**src/rtl/cmt_pkg.sv**
```systemverilog
package cmt_pkg;
    localparam int FLAG_BIT = 7;
    localparam int IE_BIT   = 6;
    localparam int CKS_W    = 2;

    typedef enum logic [1:0] {
        SEL_CTRL  = 2'd0,
        SEL_COUNT = 2'd1,
        SEL_LIMIT = 2'd2
    } chan_reg_e;

    // halfword index of a channel register; index 0 is the run register
    function automatic int reg_index(int ch, chan_reg_e sel);
        return 1 + 3 * ch + int'(sel);
    endfunction
endpackage

```
**src/rtl/cmt_prescaler.sv**
```systemverilog
module cmt_prescaler #(
    parameter int DIV_BASE_LOG2 = 3,
    parameter int DIV_STEP_LOG2 = 2,
    parameter int CKS_W         = 2
) (
    input  logic             clk,
    input  logic             rst_n,
    input  logic             run,
    input  logic [CKS_W-1:0] cks,
    output logic             tick
);
    localparam int PW = DIV_BASE_LOG2 + DIV_STEP_LOG2 * ((1 << CKS_W) - 1);

    logic [PW-1:0] pre_d, pre_q;
    logic [PW-1:0] last;

    always_comb begin
        last  = PW'((1 << (DIV_BASE_LOG2 + DIV_STEP_LOG2 * int'(cks))) - 1);
        tick  = run && (pre_q >= last);
        pre_d = pre_q + 1'b1;
        if (!run || tick) pre_d = '0;
    end

    always_ff @(posedge clk or negedge rst_n) begin
        if (!rst_n) pre_q <= '0;
        else        pre_q <= pre_d;
    end

    AST_NO_TICK_AFTER_START: assert property (@(posedge clk) disable iff (!rst_n)
        !$past(run) |-> !tick);
endmodule

```
**src/rtl/cmt_channel.sv**
```systemverilog
module cmt_channel
    import cmt_pkg::*;
#(
    parameter int DW            = 16,
    parameter int DIV_BASE_LOG2 = 3,
    parameter int DIV_STEP_LOG2 = 2
) (
    input  logic          clk,
    input  logic          rst_n,
    input  logic          run,
    input  logic          wr_ctrl,
    input  logic          wr_count,
    input  logic          wr_limit,
    input  logic [DW-1:0] wdata,
    output logic [DW-1:0] ctrl_rd,
    output logic [DW-1:0] count_rd,
    output logic [DW-1:0] limit_rd,
    output logic          irq
);
    typedef struct packed {
        logic [DW-1:0]    cnt;
        logic [DW-1:0]    cmp;
        logic [DW-1:0]    pval;
        logic             pend;
        logic             age;
        logic             flag;
        logic             ie;
        logic [CKS_W-1:0] cks;
    } ch_state_t;

    ch_state_t s_d, s_q;
    logic          tick, step, load, match;
    logic [DW-1:0] nxt;

    cmt_prescaler #(
        .DIV_BASE_LOG2(DIV_BASE_LOG2),
        .DIV_STEP_LOG2(DIV_STEP_LOG2),
        .CKS_W        (CKS_W)
    ) i_pre (
        .clk  (clk),
        .rst_n(rst_n),
        .run  (run),
        .cks  (s_q.cks),
        .tick (tick)
    );

    always_comb begin
        s_d   = s_q;
        step  = run ? tick : 1'b1;
        load  = s_q.pend && step && s_q.age;
        nxt   = (s_q.cnt == s_q.cmp) ? '0 : s_q.cnt + 1'b1;
        match = tick && !load && (nxt == s_q.cmp);

        if (s_q.pend && step) s_d.age = 1'b1;
        if (load) begin
            s_d.cnt  = s_q.pval;
            s_d.pend = 1'b0;
            s_d.age  = 1'b0;
        end else if (tick) begin
            s_d.cnt = nxt;
        end

        if (wr_ctrl) begin
            s_d.ie   = wdata[IE_BIT];
            s_d.cks  = wdata[CKS_W-1:0];
            s_d.flag = s_q.flag & wdata[FLAG_BIT];
        end
        if (match) s_d.flag = 1'b1;

        if (wr_count) begin
            s_d.pval = wdata;
            s_d.pend = 1'b1;
            s_d.age  = 1'b0;
        end
        if (wr_limit) s_d.cmp = wdata;
    end

    always_ff @(posedge clk or negedge rst_n) begin
        if (!rst_n) begin
            s_q     <= '0;
            s_q.cmp <= '1;
        end else begin
            s_q <= s_d;
        end
    end

    always_comb begin
        ctrl_rd           = '0;
        ctrl_rd[FLAG_BIT] = s_q.flag;
        ctrl_rd[IE_BIT]   = s_q.ie;
        ctrl_rd[CKS_W-1:0] = s_q.cks;
        count_rd          = s_q.cnt;
        limit_rd          = s_q.cmp;
        irq               = s_q.flag && s_q.ie;
    end

    AST_FLAG_ONLY_ON_TICK: assert property (@(posedge clk) disable iff (!rst_n)
        $rose(s_q.flag) |-> $past(tick));
    AST_MATCH_AT_LIMIT: assert property (@(posedge clk) disable iff (!rst_n)
        ($rose(s_q.flag) && $stable(s_q.cmp)) |-> (s_q.cnt == s_q.cmp));
    AST_STOPPED_HOLDS: assert property (@(posedge clk) disable iff (!rst_n)
        (!run && !s_q.pend && !wr_count) |=> $stable(s_q.cnt));
    AST_WRITE_DEFERRED: assert property (@(posedge clk) disable iff (!rst_n)
        (wr_count && !tick && !s_q.pend) |=> $stable(s_q.cnt));
endmodule

```
**src/rtl/cmt_timer.sv**
```systemverilog
module cmt_timer
    import cmt_pkg::*;
#(
    parameter int NCH           = 2,
    parameter int DW            = 16,
    parameter int DIV_BASE_LOG2 = 3,
    parameter int DIV_STEP_LOG2 = 2,
    localparam int AW           = $clog2(1 + 3 * NCH)
) (
    input  logic           clk,
    input  logic           rst_n,
    input  logic           bus_sel,
    input  logic           bus_wr,
    input  logic [AW-1:0]  bus_addr,
    input  logic [DW-1:0]  bus_wdata,
    output logic [DW-1:0]  bus_rdata,
    output logic [NCH-1:0] irq
);
    logic [NCH-1:0] run_d, run_q;
    logic           wr_en;
    logic [DW-1:0]  ctrl_rd  [NCH];
    logic [DW-1:0]  count_rd [NCH];
    logic [DW-1:0]  limit_rd [NCH];

    assign wr_en = bus_sel && bus_wr;

    always_comb begin
        run_d = run_q;
        if (wr_en && bus_addr == '0) run_d = bus_wdata[NCH-1:0];
    end

    always_ff @(posedge clk or negedge rst_n) begin
        if (!rst_n) run_q <= '0;
        else        run_q <= run_d;
    end

    for (genvar c = 0; c < NCH; c++) begin : g_ch
        cmt_channel #(
            .DW           (DW),
            .DIV_BASE_LOG2(DIV_BASE_LOG2),
            .DIV_STEP_LOG2(DIV_STEP_LOG2)
        ) i_ch (
            .clk     (clk),
            .rst_n   (rst_n),
            .run     (run_q[c]),
            .wr_ctrl (wr_en && bus_addr == AW'(reg_index(c, SEL_CTRL))),
            .wr_count(wr_en && bus_addr == AW'(reg_index(c, SEL_COUNT))),
            .wr_limit(wr_en && bus_addr == AW'(reg_index(c, SEL_LIMIT))),
            .wdata   (bus_wdata),
            .ctrl_rd (ctrl_rd[c]),
            .count_rd(count_rd[c]),
            .limit_rd(limit_rd[c]),
            .irq     (irq[c])
        );
    end

    always_comb begin
        bus_rdata = '0;
        if (bus_addr == '0) bus_rdata = DW'(run_q);
        for (int c = 0; c < NCH; c++) begin
            if (bus_addr == AW'(reg_index(c, SEL_CTRL)))  bus_rdata = ctrl_rd[c];
            if (bus_addr == AW'(reg_index(c, SEL_COUNT))) bus_rdata = count_rd[c];
            if (bus_addr == AW'(reg_index(c, SEL_LIMIT))) bus_rdata = limit_rd[c];
        end
    end
endmodule

```
**config.mk**
```make
export PLATFORM = sky130hd
export DESIGN_NAME = cmt_timer
export DESIGN_NICKNAME = d
export VERILOG_FILES = /design/src/rtl/cmt_pkg.sv /design/src/rtl/cmt_prescaler.sv /design/src/rtl/cmt_channel.sv /design/src/rtl/cmt_timer.sv
export SDC_FILE = /design/constraint.sdc
export NUM_CORES = 1
export LEC_CHECK = 0
export BUFFER_PORTS_ARGS = -buffer_cell sky130_fd_sc_hd__buf_2
export CORE_ASPECT_RATIO = 0.9
export CORE_UTILIZATION = 54
export DETAILED_ROUTE_END_ITERATION = 8
export PLACE_DENSITY = 0.74
export SLEW_MARGIN = 20
export SYNTH_ARGS = -nofsm -noshare
export SYNTH_HDL_FRONTEND = slang
export SYNTH_HIERARCHICAL = 1
export SYNTH_SLANG_ARGS = --single-unit
```
**constraint.sdc**
```tcl
create_clock -name clk -period 5.31 [get_ports clk]
set_input_delay 1.593 -clock clk [delete_from_list [all_inputs] [get_ports clk]]
set_output_delay 1.593 -clock clk [all_outputs]
set_load 0.02 [all_outputs]
```
Word-level counts from Yosys, hierarchy flattened
Cells that the tools add are included.
{"block": "word_totals", "register_bits": 128, "inputBits": 23, "word_cells": 105}
{"block": "op_classes", "n_addsub": 8, "n_lt_le_gt_ge": 2, "eq_ne": 10, "n_shift": 2, "n_mux": 27, "bitwise_logic": 2, "n_reduce_logical": 35}
{"operator": "2-to-1 mux 16 bit", "n": 12}
{"operator": "== test 16 bit", "n": 4}
{"operator": "adder 16 x 1 -> 16 bit (second input constant)", "n": 2}
{"operator": "logical AND 1 bit", "n": 20}
{"operator": "adder 9 x 1 -> 9 bit (second input constant)", "n": 2}
{"operator": ">= comparator 9 bit", "n": 2}
{"operator": "2-to-1 mux 9 bit", "n": 2}
{"operator": "<< shifter 1 x 4 -> 9 bit (first input constant)", "n": 2}
{"operator": "subtractor 9 x 2 -> 9 bit (second input constant)", "n": 2}
{"operator": "nonzero test 2 bit", "n": 6}
{"operator": "2-to-1 mux 2 bit", "n": 5}
{"operator": "== test 3 bit (second input constant)", "n": 3}
{"operator": "adder 2 x 3 -> 4 bit (first input constant)", "n": 2}
{"operator": "2-to-1 mux 4 bit", "n": 2}
{"operator": "== test 3 x 2 -> 1 bit (second input constant)", "n": 2}
{"operator": "2-to-1 mux 1 bit", "n": 6}
{"operator": "nonzero test 3 bit", "n": 2}
{"operator": "logical NOT 1 bit", "n": 4}
{"operator": "== test 3 x 1 -> 1 bit (second input constant)", "n": 1}
{"operator": "logical NOT 3 bit", "n": 1}
{"operator": "bitwise AND 1 bit", "n": 2}
{"operator": "logical OR 1 bit", "n": 2}

Logic depth before layout (Yosys ltp)
Gate-level depths: netlist of the first run.
{"block": "depth", "ltp_word": 12, "mapped_depth": 13}

Hierarchy
The synthesis of the first run kept the hierarchy.
{"module": "cmt_channel", "instances": 2, "cells_each": 372, "area_per_inst_um2": 3722.3, "seq_area_each_um2": 1371.3}
{"module": "cmt_prescaler", "instances": 2, "cells_each": 62, "area_per_inst_um2": 600.6, "seq_area_each_um2": 225.2}
{"module": "cmt_timer", "instances": 1, "cells_each": 134, "area_per_inst_um2": 1048.5, "seq_area_each_um2": 50.0}

Worst setup path after synthesis of the first run
OpenSTA, ideal clock, no wires.
{"block": "synth_timing", "path_kind": "input-to-output", "from": "in bus_addr[1]", "to": "out bus_rdata[0]", "arrival_time_ns": 2.672, "slack_ns": 1.045, "path_stages": 6, "path_cell_list": "buf_6 > buf_6 > buf_6 > mux2i_1 > a22o_1 > a31oi_1"}
{"block": "synth_via", "elab_chain_len": 8}
{"item": "start, declared", "line_no": "cmt_timer.sv:14", "source": "input logic [AW-1:0] bus_addr,"}
{"item": "logical NOT 3 bit", "line_no": "cmt_timer.sv:59", "source": "if (bus_addr == '0) bus_rdata = DW'(run_q);"}
{"item": "2-to-1 mux 2 bit", "line_no": "cmt_timer.sv:59"}
{"item": "2-to-1 mux 16 bit", "line_no": "cmt_timer.sv:61", "source": "if (bus_addr == AW'(reg_index(c, SEL_CTRL))) bus_rdata = ctrl_rd[c];"}
{"item": "2-to-1 mux 16 bit", "line_no": "cmt_timer.sv:62", "source": "if (bus_addr == AW'(reg_index(c, SEL_COUNT))) bus_rdata = count_rd[c];"}
{"item": "2-to-1 mux 16 bit", "line_no": "cmt_timer.sv:63", "source": "if (bus_addr == AW'(reg_index(c, SEL_LIMIT))) bus_rdata = limit_rd[c];"}
{"item": "2-to-1 mux 16 bit", "line_no": "cmt_timer.sv:61"}
{"item": "2-to-1 mux 16 bit", "line_no": "cmt_timer.sv:62"}
{"item": "2-to-1 mux 16 bit (*)", "line_no": "cmt_timer.sv:63"}
{"item": "end, declared", "line_no": "cmt_timer.sv:16", "source": "output logic [DW-1:0] bus_rdata,"}
Mark *: on every way between the ends. The rest lies on a longest branch, timed or not.

Final worst setup path of the first run
{"block": "layout_timing", "from": "in bus_addr[0]", "to": "out bus_rdata[7]"}
{"block": "layout_via", "elab_chain_len": 7}
{"item": "== test 3 x 1 -> 1 bit", "line_no": "cmt_timer.sv:61"}
{"item": "2-to-1 mux 16 bit", "line_no": "cmt_timer.sv:61"}
{"item": "2-to-1 mux 16 bit", "line_no": "cmt_timer.sv:62"}
{"item": "2-to-1 mux 16 bit", "line_no": "cmt_timer.sv:63"}
{"item": "2-to-1 mux 16 bit", "line_no": "cmt_timer.sv:61"}
{"item": "2-to-1 mux 16 bit", "line_no": "cmt_timer.sv:62"}
{"item": "2-to-1 mux 16 bit (*)", "line_no": "cmt_timer.sv:63"}
Marked as above.

==> reports/qor.csv, run 1 <==
stage,metric,value,unit
status,status,completed,
cells_and_area,diodes,0,
timing,clock_skew,0.00923,ns
worst_setup_path,arrival,3.10,ns
timing,rsz0062_at_grt,no,
clocking,holdBufCountCts,0,
routing,drt-total-wl,22.3,mm
floorplan,start_util,55.0,%
clocking,ctsHtreeMaxLevel,4,
routing,antenna_left,0,
global_routing,overflow,0,
synthesis,synth_edf_count,0,
cells_and_area,drive_gt1_share,26.6,%
synthesis,synth_top_cell_by_area,dfrtp_1,
worst_setup_path,rr_endpoint,g_ch[0].i_ch/count_rd[12]$_DFFE_PN0P_,
worst_setup_path,end_kind,primary output,
synthesis,ys_ff_latch,128,
clocking,numCtsBuffers,17,
worst_setup_path,critPathKind,in -> out,
clocking,clockBufferDepth,2,
floorplan,fp.dieH,129,µm
hold_path,hp-class,reg -> reg,
worst_setup_path,crit_family,buffers and inverters,
worst_setup_path,required,3.72,ns
routing,vias,7124,
synthesis,yosysWarnings,6,
clocking,insertion_delay,0.42,ns
timing,finalMaxSlewViolations,0,
cells_and_area,instances_no_fill,1187,
synthesis,syn_area,9690,µm²
global_routing,grt_pass1_vias,6704,
clocking,cts_tree,yes,
worst_setup_path,cp.depth,6,
clocking,ctsRootBufferMaster,clkbuf_16,
clocking,cts_setup_buffers,0,
worst_setup_path,path_common_cell,buf_2,
power_and_ir_drop,leakage,4.04,nW
synthesis,ys_seq_area_share,33.5,%
worst_setup_path,critPathMaxStageDelay,0.33,ns
timing,setup_ws,0.619,ns
timing,tightest_slew,0.893,ns
floorplan,rows,46,
cells_and_area,area_growth,0.787,%
placed_design,dp_hpwl,15.9,mm
job,drv_cap,0,
floorplan,coreArea,17600,µm²
worst_setup_path,cpMaxStageDelayCell,buf_2,
synthesis,synth_commonest_cells,"100 x buf_4, 96 x dfrtp_1, 84 x nor2_1",
routing,wl_per_cell,18.8,µm
power_and_ir_drop,irDropWorstVdd,0.000232,V
timing,setup_viol,0,
timing,finalCritPeriodShare,88.3,%
synthesis,synth_compound_area_share,13.0,%
timing,timing.fmax,0.213,GHz
routing,first_iter_violations,665,
global_routing,track_usage,25.7,%
global_routing,grt_pass1_wl,36.2,mm
synthesis,synth_ff_type,dfrtp_1,
placed_design,dpl_cell_area,9180,µm²
synthesis,ys_types,71,
worst_setup_path,path_buf_inv,3,
timing,period_minus_slack,4.69,ns
hold_path,hold_depth,1,
global_routing,grt_start_max_net_pins,97,
worst_setup_path,path_cells,"buf_2, and2b_1, buf_4, a221oi_1, a31oi_1, buf_2",
placed_design,dpl.cell_count,1156,
placed_design,globalplace.congestion,0.895,
synthesis,synth.avg_cell_area,9.67,µm²
timing,tns,0,ns
cells_and_area,fin_nets,978,
synthesis,synth.top_cell.area_share,24.8,%
hold_path,min_from,g_ch[0].i_ch/s_q[19]$_DFFE_PN0P_,
synthesis,synth_mux_area_share,12.1,%
floorplan,dieArea,18500,µm²
power_and_ir_drop,p_per_area,474,nW/µm²
floorplan,die_x,143,µm
floorplan,ioPinCount,41,
hold_path,worstHoldEndpoint,g_ch[0].i_ch/count_rd[13]$_DFFE_PN0P_,
clocking,clkTransAtPathRegs,0.05,ns
clocking,post_cts_resized,0,
timing,slew_headroom,40.5,%
routing,first_pass_iters,7,
worst_setup_path,crit_fanout,22,
synthesis,synthXorXnorAreaFrac,7.59,%
synthesis,synth_top_family_by_area,simple AND/OR/NAND/NOR gates,
global_routing,antenna_found_initial,0,
synthesis,synth-simple-area-share,17.8,%
clocking,clock_sinks,128,
placed_design,portBuffers,40,
placed_design,dp_slack,0.664,ns
synthesis,netlist_top_cells_area,"dfrtp_1 25%, mux2_2 9.5%, dfstp_2 8.7%",
cells_and_area,fin_area,9770,µm²
synthesis,synth_cells,1002,
synthesis,synth-adder-area-share,2.58,%
worst_setup_path,rrSetupSlack,1.72,ns
timing,hold_viol_final,0,
worst_setup_path,cp-start-kind,input pin,
worst_setup_path,r2r_cells,10,
cells_and_area,fillerInstances,1582,
routing,vias_per_cell,6.00,
synthesis,async_flop_share,100,%
worst_setup_path,rr_startpoint,g_ch[0].i_ch/ctrl_rd[1]$_DFFE_PN0P_,
synthesis,synth.most_common_cell,buf_4,
routing,remaining_drc_errors,0,
-- sequential cells by signal, summed over array words and instances (netlist names) --
signal and count:
g_ch.i_ch/i_pre/pre_q 18, g_ch.i_ch/s_q 36, g_ch.i_ch/ctrl_rd 8, run_q 2
g_ch.i_ch/count_rd 32, g_ch.i_ch/limit_rd 32
-- metrics by stage --
step	hold slack (ns)	power [W]	util (%)
final	0.493	0.00463	55.5
after global routing	0.517	0.00491	55.5
after CTS	0.498	0.00461	55.5
after detailed placement	0.480	0.00342	52.1
after global placement	0.474	0.00337	52.1
after floorplan	0.460	0.00341	-
-- per-layer routing --
layer	track usage [%]	vias to the layer above	share of wire [%]	wire length, µm
met5	0	-	0	0
met4	7.26	0	1.8	400
met3	6.43	32	7.3	1620
met2	37.9	270	43	9670
met1	37.2	3521	48	10600
li1	-	3301	-	-
-- cell type report --
type | count | area (µm²) | area share (%)
clock buffers | 21 | 450 | 4.61
clock inverters | 10 | 138 | 1.41
inverters | 24 | 90.1 | 0.922
multi-input cells | 710 | 5240 | 53.6
flip-flops and latches | 128 | 3240 | 33.2
well taps | 240 | 300 | 3.07
repair buffers | 54 | 312 | 3.19
-- power by group --
part | internal (W) | switching [W]
Clock | 0.000746 | 0.000426
Combinational | 0.000747 | 0.000815
Sequential | 0.00130 | 0.000597
-- cells in the final DEF (no fill, tap or decap), types with 4 or more instances in the layout --
| cell type | count |
|---|---|
| dfrtp_1 | 96 |
| nor2_1 | 84 |
| mux2_2 | 82 |
| xor2_1 | 54 |
| nand2_1 | 53 |
| a21oi_1 | 44 |
| buf_2 | 39 |
| o21ai_0 | 34 |
| dfstp_2 | 32 |
| a31oi_1 | 28 |
| conb_1 | 26 |
| xnor2_1 | 24 |
| mux2i_1 | 22 |
| inv_1 | 22 |
| nor3_1 | 21 |
| or2_2 | 20 |
| ha_1 | 20 |
| nand3_1 | 17 |
| clkbuf_16 | 17 |
| a221oi_1 | 16 |
| nor4_1 | 16 |
| nand4_1 | 14 |
| buf_4 | 14 |
| nand2b_1 | 10 |
| nand3b_1 | 10 |
| o21a_1 | 8 |
| nand4_4 | 6 |
| o21bai_1 | 6 |
| o22ai_1 | 6 |
| a22o_1 | 4 |
| and2_1 | 4 |
| o211ai_1 | 4 |
| a32oi_1 | 4 |
| a22oi_1 | 4 |
| and3_1 | 4 |
| or4b_1 | 4 |
| o211a_1 | 4 |
-- logic make-up after synthesis --
family / count (synthesis)
and+or+nand+nor: 296
other: 4
muxes: 106
adders and majority gates: 20
DFF: 128
xor gates and xnor gates: 80
buffers and inverters: 186
AOI/OAI and AO/OA: 182
-- worst max-delay path by stage --
stage                            from  slack (ns)      endpoint
after global placement    bus_addr[1]        0.70  bus_rdata[8]
after CTS                 bus_addr[0]        0.66  bus_rdata[7]
after floorplan           bus_addr[1]        1.04  bus_rdata[0]
final                     bus_addr[0]        0.62  bus_rdata[7]
after global routing      bus_addr[0]        0.50  bus_rdata[7]
after detailed placement  bus_addr[0]        0.66  bus_rdata[7]
No activity file was read; power rests on OpenSTA's default activity.
==> inputs of run 2 (changes only) <==
- CORE_MARGIN: default -> 10
- clock period: 5.31 -> 5.55 ns (I/O delays scaled with it)
==> run 2 against run 1 <==
Effect of this change: cell count unchanged; total power fell by 4.0%; first-iteration DRC count shrank 15%; critical path type unchanged; critical endpoint unchanged; largest power group unchanged.
==> reports/qor.csv, run 2 (synthesis gave the netlist of run 1 again) <==
stage,metric,value,unit
worst_setup_path,rr_endpoint,g_ch[0].i_ch/count_rd[8]$_DFFE_PN0P_,
routing,wl_per_cell,19.5,µm
clocking,clkTransAtPathRegs,0.06,ns
placed_design,globalplace.congestion,0.937,
worst_setup_path,end_kind,primary output,
worst_setup_path,critPathMaxStageDelay,0.55,ns
timing,finalMaxSlewViolations,0,
worst_setup_path,path_common_cell,buf_2,
worst_setup_path,worstSetupEndpoint,bus_rdata[7],
power_and_ir_drop,leakage,4.04,nW
clocking,cts_setup_buffers,0,
hold_path,hp-class,reg -> reg,
routing,remaining_drc_errors,0,
global_routing,grt_pass1_wl,37.5,mm
power_and_ir_drop,sw_frac_of_total,39.9,%
power_and_ir_drop,power_frac_clock,25.6,%
worst_setup_path,r2r_cells,10,
power_and_ir_drop,internal_power,0.00267,W
clocking,ctsRootBufferMaster,clkbuf_16,
routing,vias_per_cell,5.99,
power_and_ir_drop,combPwrFrac,33.6,%
routing,first_pass_iters,5,
worst_setup_path,path_buf_inv,2,
clocking,clock_sinks,128,
floorplan,fp.dieH,147,µm
placed_design,dpl_cell_area,9180,µm²
routing,first_iter_violations,564,
clocking,post_cts_resized,0,
placed_design,dp_slack,0.777,ns
power_and_ir_drop,netSwitchingPower,0.00177,W
power_and_ir_drop,irDropWorstVdd,0.000240,V
placed_design,portBuffers,40,
timing,rsz0062_at_grt,no,
worst_setup_path,required,3.88,ns
clocking,insertion_delay,0.43,ns
timing,setup_viol,0,
timing,setup_ws,0.749,ns
floorplan,coreArea,17600,µm²
worst_setup_path,crit_fanout,18,
timing,timing.fmax,0.208,GHz
timing,slew_headroom,42.0,%
global_routing,grt_busiest_layer,met2,
worst_setup_path,path_cells,"buf_2, and2b_1, a221oi_1, a31oi_1, buf_2",
timing,tns,0,ns
cells_and_area,instances_no_fill,1187,
floorplan,die_x,161,µm
timing,tightest_slew,0.870,ns
cells_and_area,largest_register,g_ch.i_ch/s_q,
power_and_ir_drop,seqPwrFrac,40.8,%
worst_setup_path,crit_family,simple AND/OR/NAND/NOR gates,
floorplan,rows,46,
cells_and_area,fin_area,9770,µm²
clocking,numCtsBuffers,17,
cells_and_area,area_growth,0.736,%
global_routing,use_met1,27.7,%
placed_design,dpl.cell_count,1155,
worst_setup_path,rrSetupSlack,1.93,ns
floorplan,start_util,55.0,%
worst_setup_path,cpMaxStageDelayCell,and2b_1,
worst_setup_path,cp.depth,5,
status,status,completed,
worst_setup_path,startpoint,bus_addr[0],
placed_design,dp_hpwl,16.1,mm
global_routing,grt_pass1_vias,6876,
worst_setup_path,cp-start-kind,input pin,
global_routing,grt_use_met3,4.41,%
cells_and_area,layout_common_cells,"96 x dfrtp_1, 84 x nor2_1, 82 x mux2_2, 54 x xor2_1, 53 x nand2_1",
floorplan,dieArea,23700,µm²
cells_and_area,largest_reg_flops,36,
worst_setup_path,critPathKind,in -> out,
global_routing,track_usage,19.6,%
floorplan,ioPinCount,41,
timing,clock_skew,0.00943,ns
routing,vias,7105,
global_routing,met2_usage,29.0,%
cells_and_area,layout_commonest_cell,dfrtp_1,
cells_and_area,diodes,0,
cells_and_area,drive_gt1_share,26.6,%
timing,finalCritPeriodShare,86.5,%
timing,period_minus_slack,4.80,ns
power_and_ir_drop,p_per_area,455,nW/µm²
worst_setup_path,arrival,3.14,ns
clocking,holdBufCountCts,0,
global_routing,grt_start_max_net_pins,94,
routing,drt-total-wl,23.1,mm
global_routing,overflow,0,
job,drv_cap,0,
global_routing,antenna_found_initial,0,
clocking,clockBufferDepth,2,
cells_and_area,fin_nets,977,
cells_and_area,fillerInstances,1584,
timing,hold_viol_final,0,
clocking,ctsHtreeMaxLevel,4,
routing,antenna_left,0,
clocking,cts_tree,yes,
worst_setup_path,rr_startpoint,g_ch[0].i_ch/ctrl_rd[1]$_DFFE_PN0P_,
[run 2: worst min-delay path by stage]
stage,startpoint,end,slack [ns],cells after the start
finish,g_ch[1].i_ch/s_q[19]$_DFFE_PN0P_,g_ch[1].i_ch/count_rd[13]$_DFFE_PN0P_,0.49,1
global route,g_ch[0].i_ch/s_q[19]$_DFFE_PN0P_,g_ch[0].i_ch/count_rd[13]$_DFFE_PN0P_,0.50,1
CTS,g_ch[1].i_ch/s_q[19]$_DFFE_PN0P_,g_ch[1].i_ch/count_rd[13]$_DFFE_PN0P_,0.50,1
detailed placement,g_ch[0].i_ch/s_q[19]$_DFFE_PN0P_,g_ch[0].i_ch/count_rd[13]$_DFFE_PN0P_,0.48,1
global placement,g_ch[0].i_ch/s_q[19]$_DFFE_PN0P_,g_ch[0].i_ch/count_rd[13]$_DFFE_PN0P_,0.47,1
floorplan,g_ch[0].i_ch/s_q[19]$_DFFE_PN0P_,g_ch[0].i_ch/count_rd[13]$_DFFE_PN0P_,0.46,1
[run 2: area by class of cell]
type,instances,area [µm²],share of cell area [%]
Inverter,24,90.1,0.922
Tap cell,240,300,3.07
Sequential cell,128,3240,33.2
Clock inverter,11,140,1.43
Clock buffer,21,450,4.61
Multi-Input combinational cell,710,5240,53.6
Timing Repair Buffer,53,304,3.11
[run 2: power groups by stage]
| stage | Combinational, W | Clock, W | Sequential [W] |
|---|---|---|---|
| 3_3_place_gp | 0.00142 | 0 | 0.00181 |
| 6_report | 0.00149 | 0.00114 | 0.00182 |
| 5_1_grt | 0.00165 | 0.00119 | 0.00187 |
| 3_5_place_dp | 0.00146 | 0 | 0.00182 |
| 2_1_floorplan | 0.00179 | 0 | 0.00147 |
| 4_1_cts | 0.00148 | 0.00115 | 0.00181 |
[run 2: worst reg2reg max path: cells and delay by family, from the launching register on]
kind	cells	cell delay [ns]
AO/OA/AOI/OAI	4	0.81
flip-flops	1	0.44
adder cells (fa/ha/maj)	1	0.32
AND/OR/NAND/NOR	4	1.51
buffers and inverters	1	0.47
[run 2: through the flow]
step                      utilization, %  hold WS [ns]  power, W
final                               55.4         0.493   0.00445
after global routing                55.4         0.503   0.00471
after CTS                           55.4         0.496   0.00444
after detailed placement            52.1         0.480   0.00328
after global placement              52.1         0.469   0.00323
after floorplan                        -         0.460   0.00326
[run 2: metal layers]
layer	part of all wire [%]	vias to the layer above
li1	-	3307
met1	48	3551
met2	44	216
met3	6.0	31
met4	1.7	0
met5	0	-
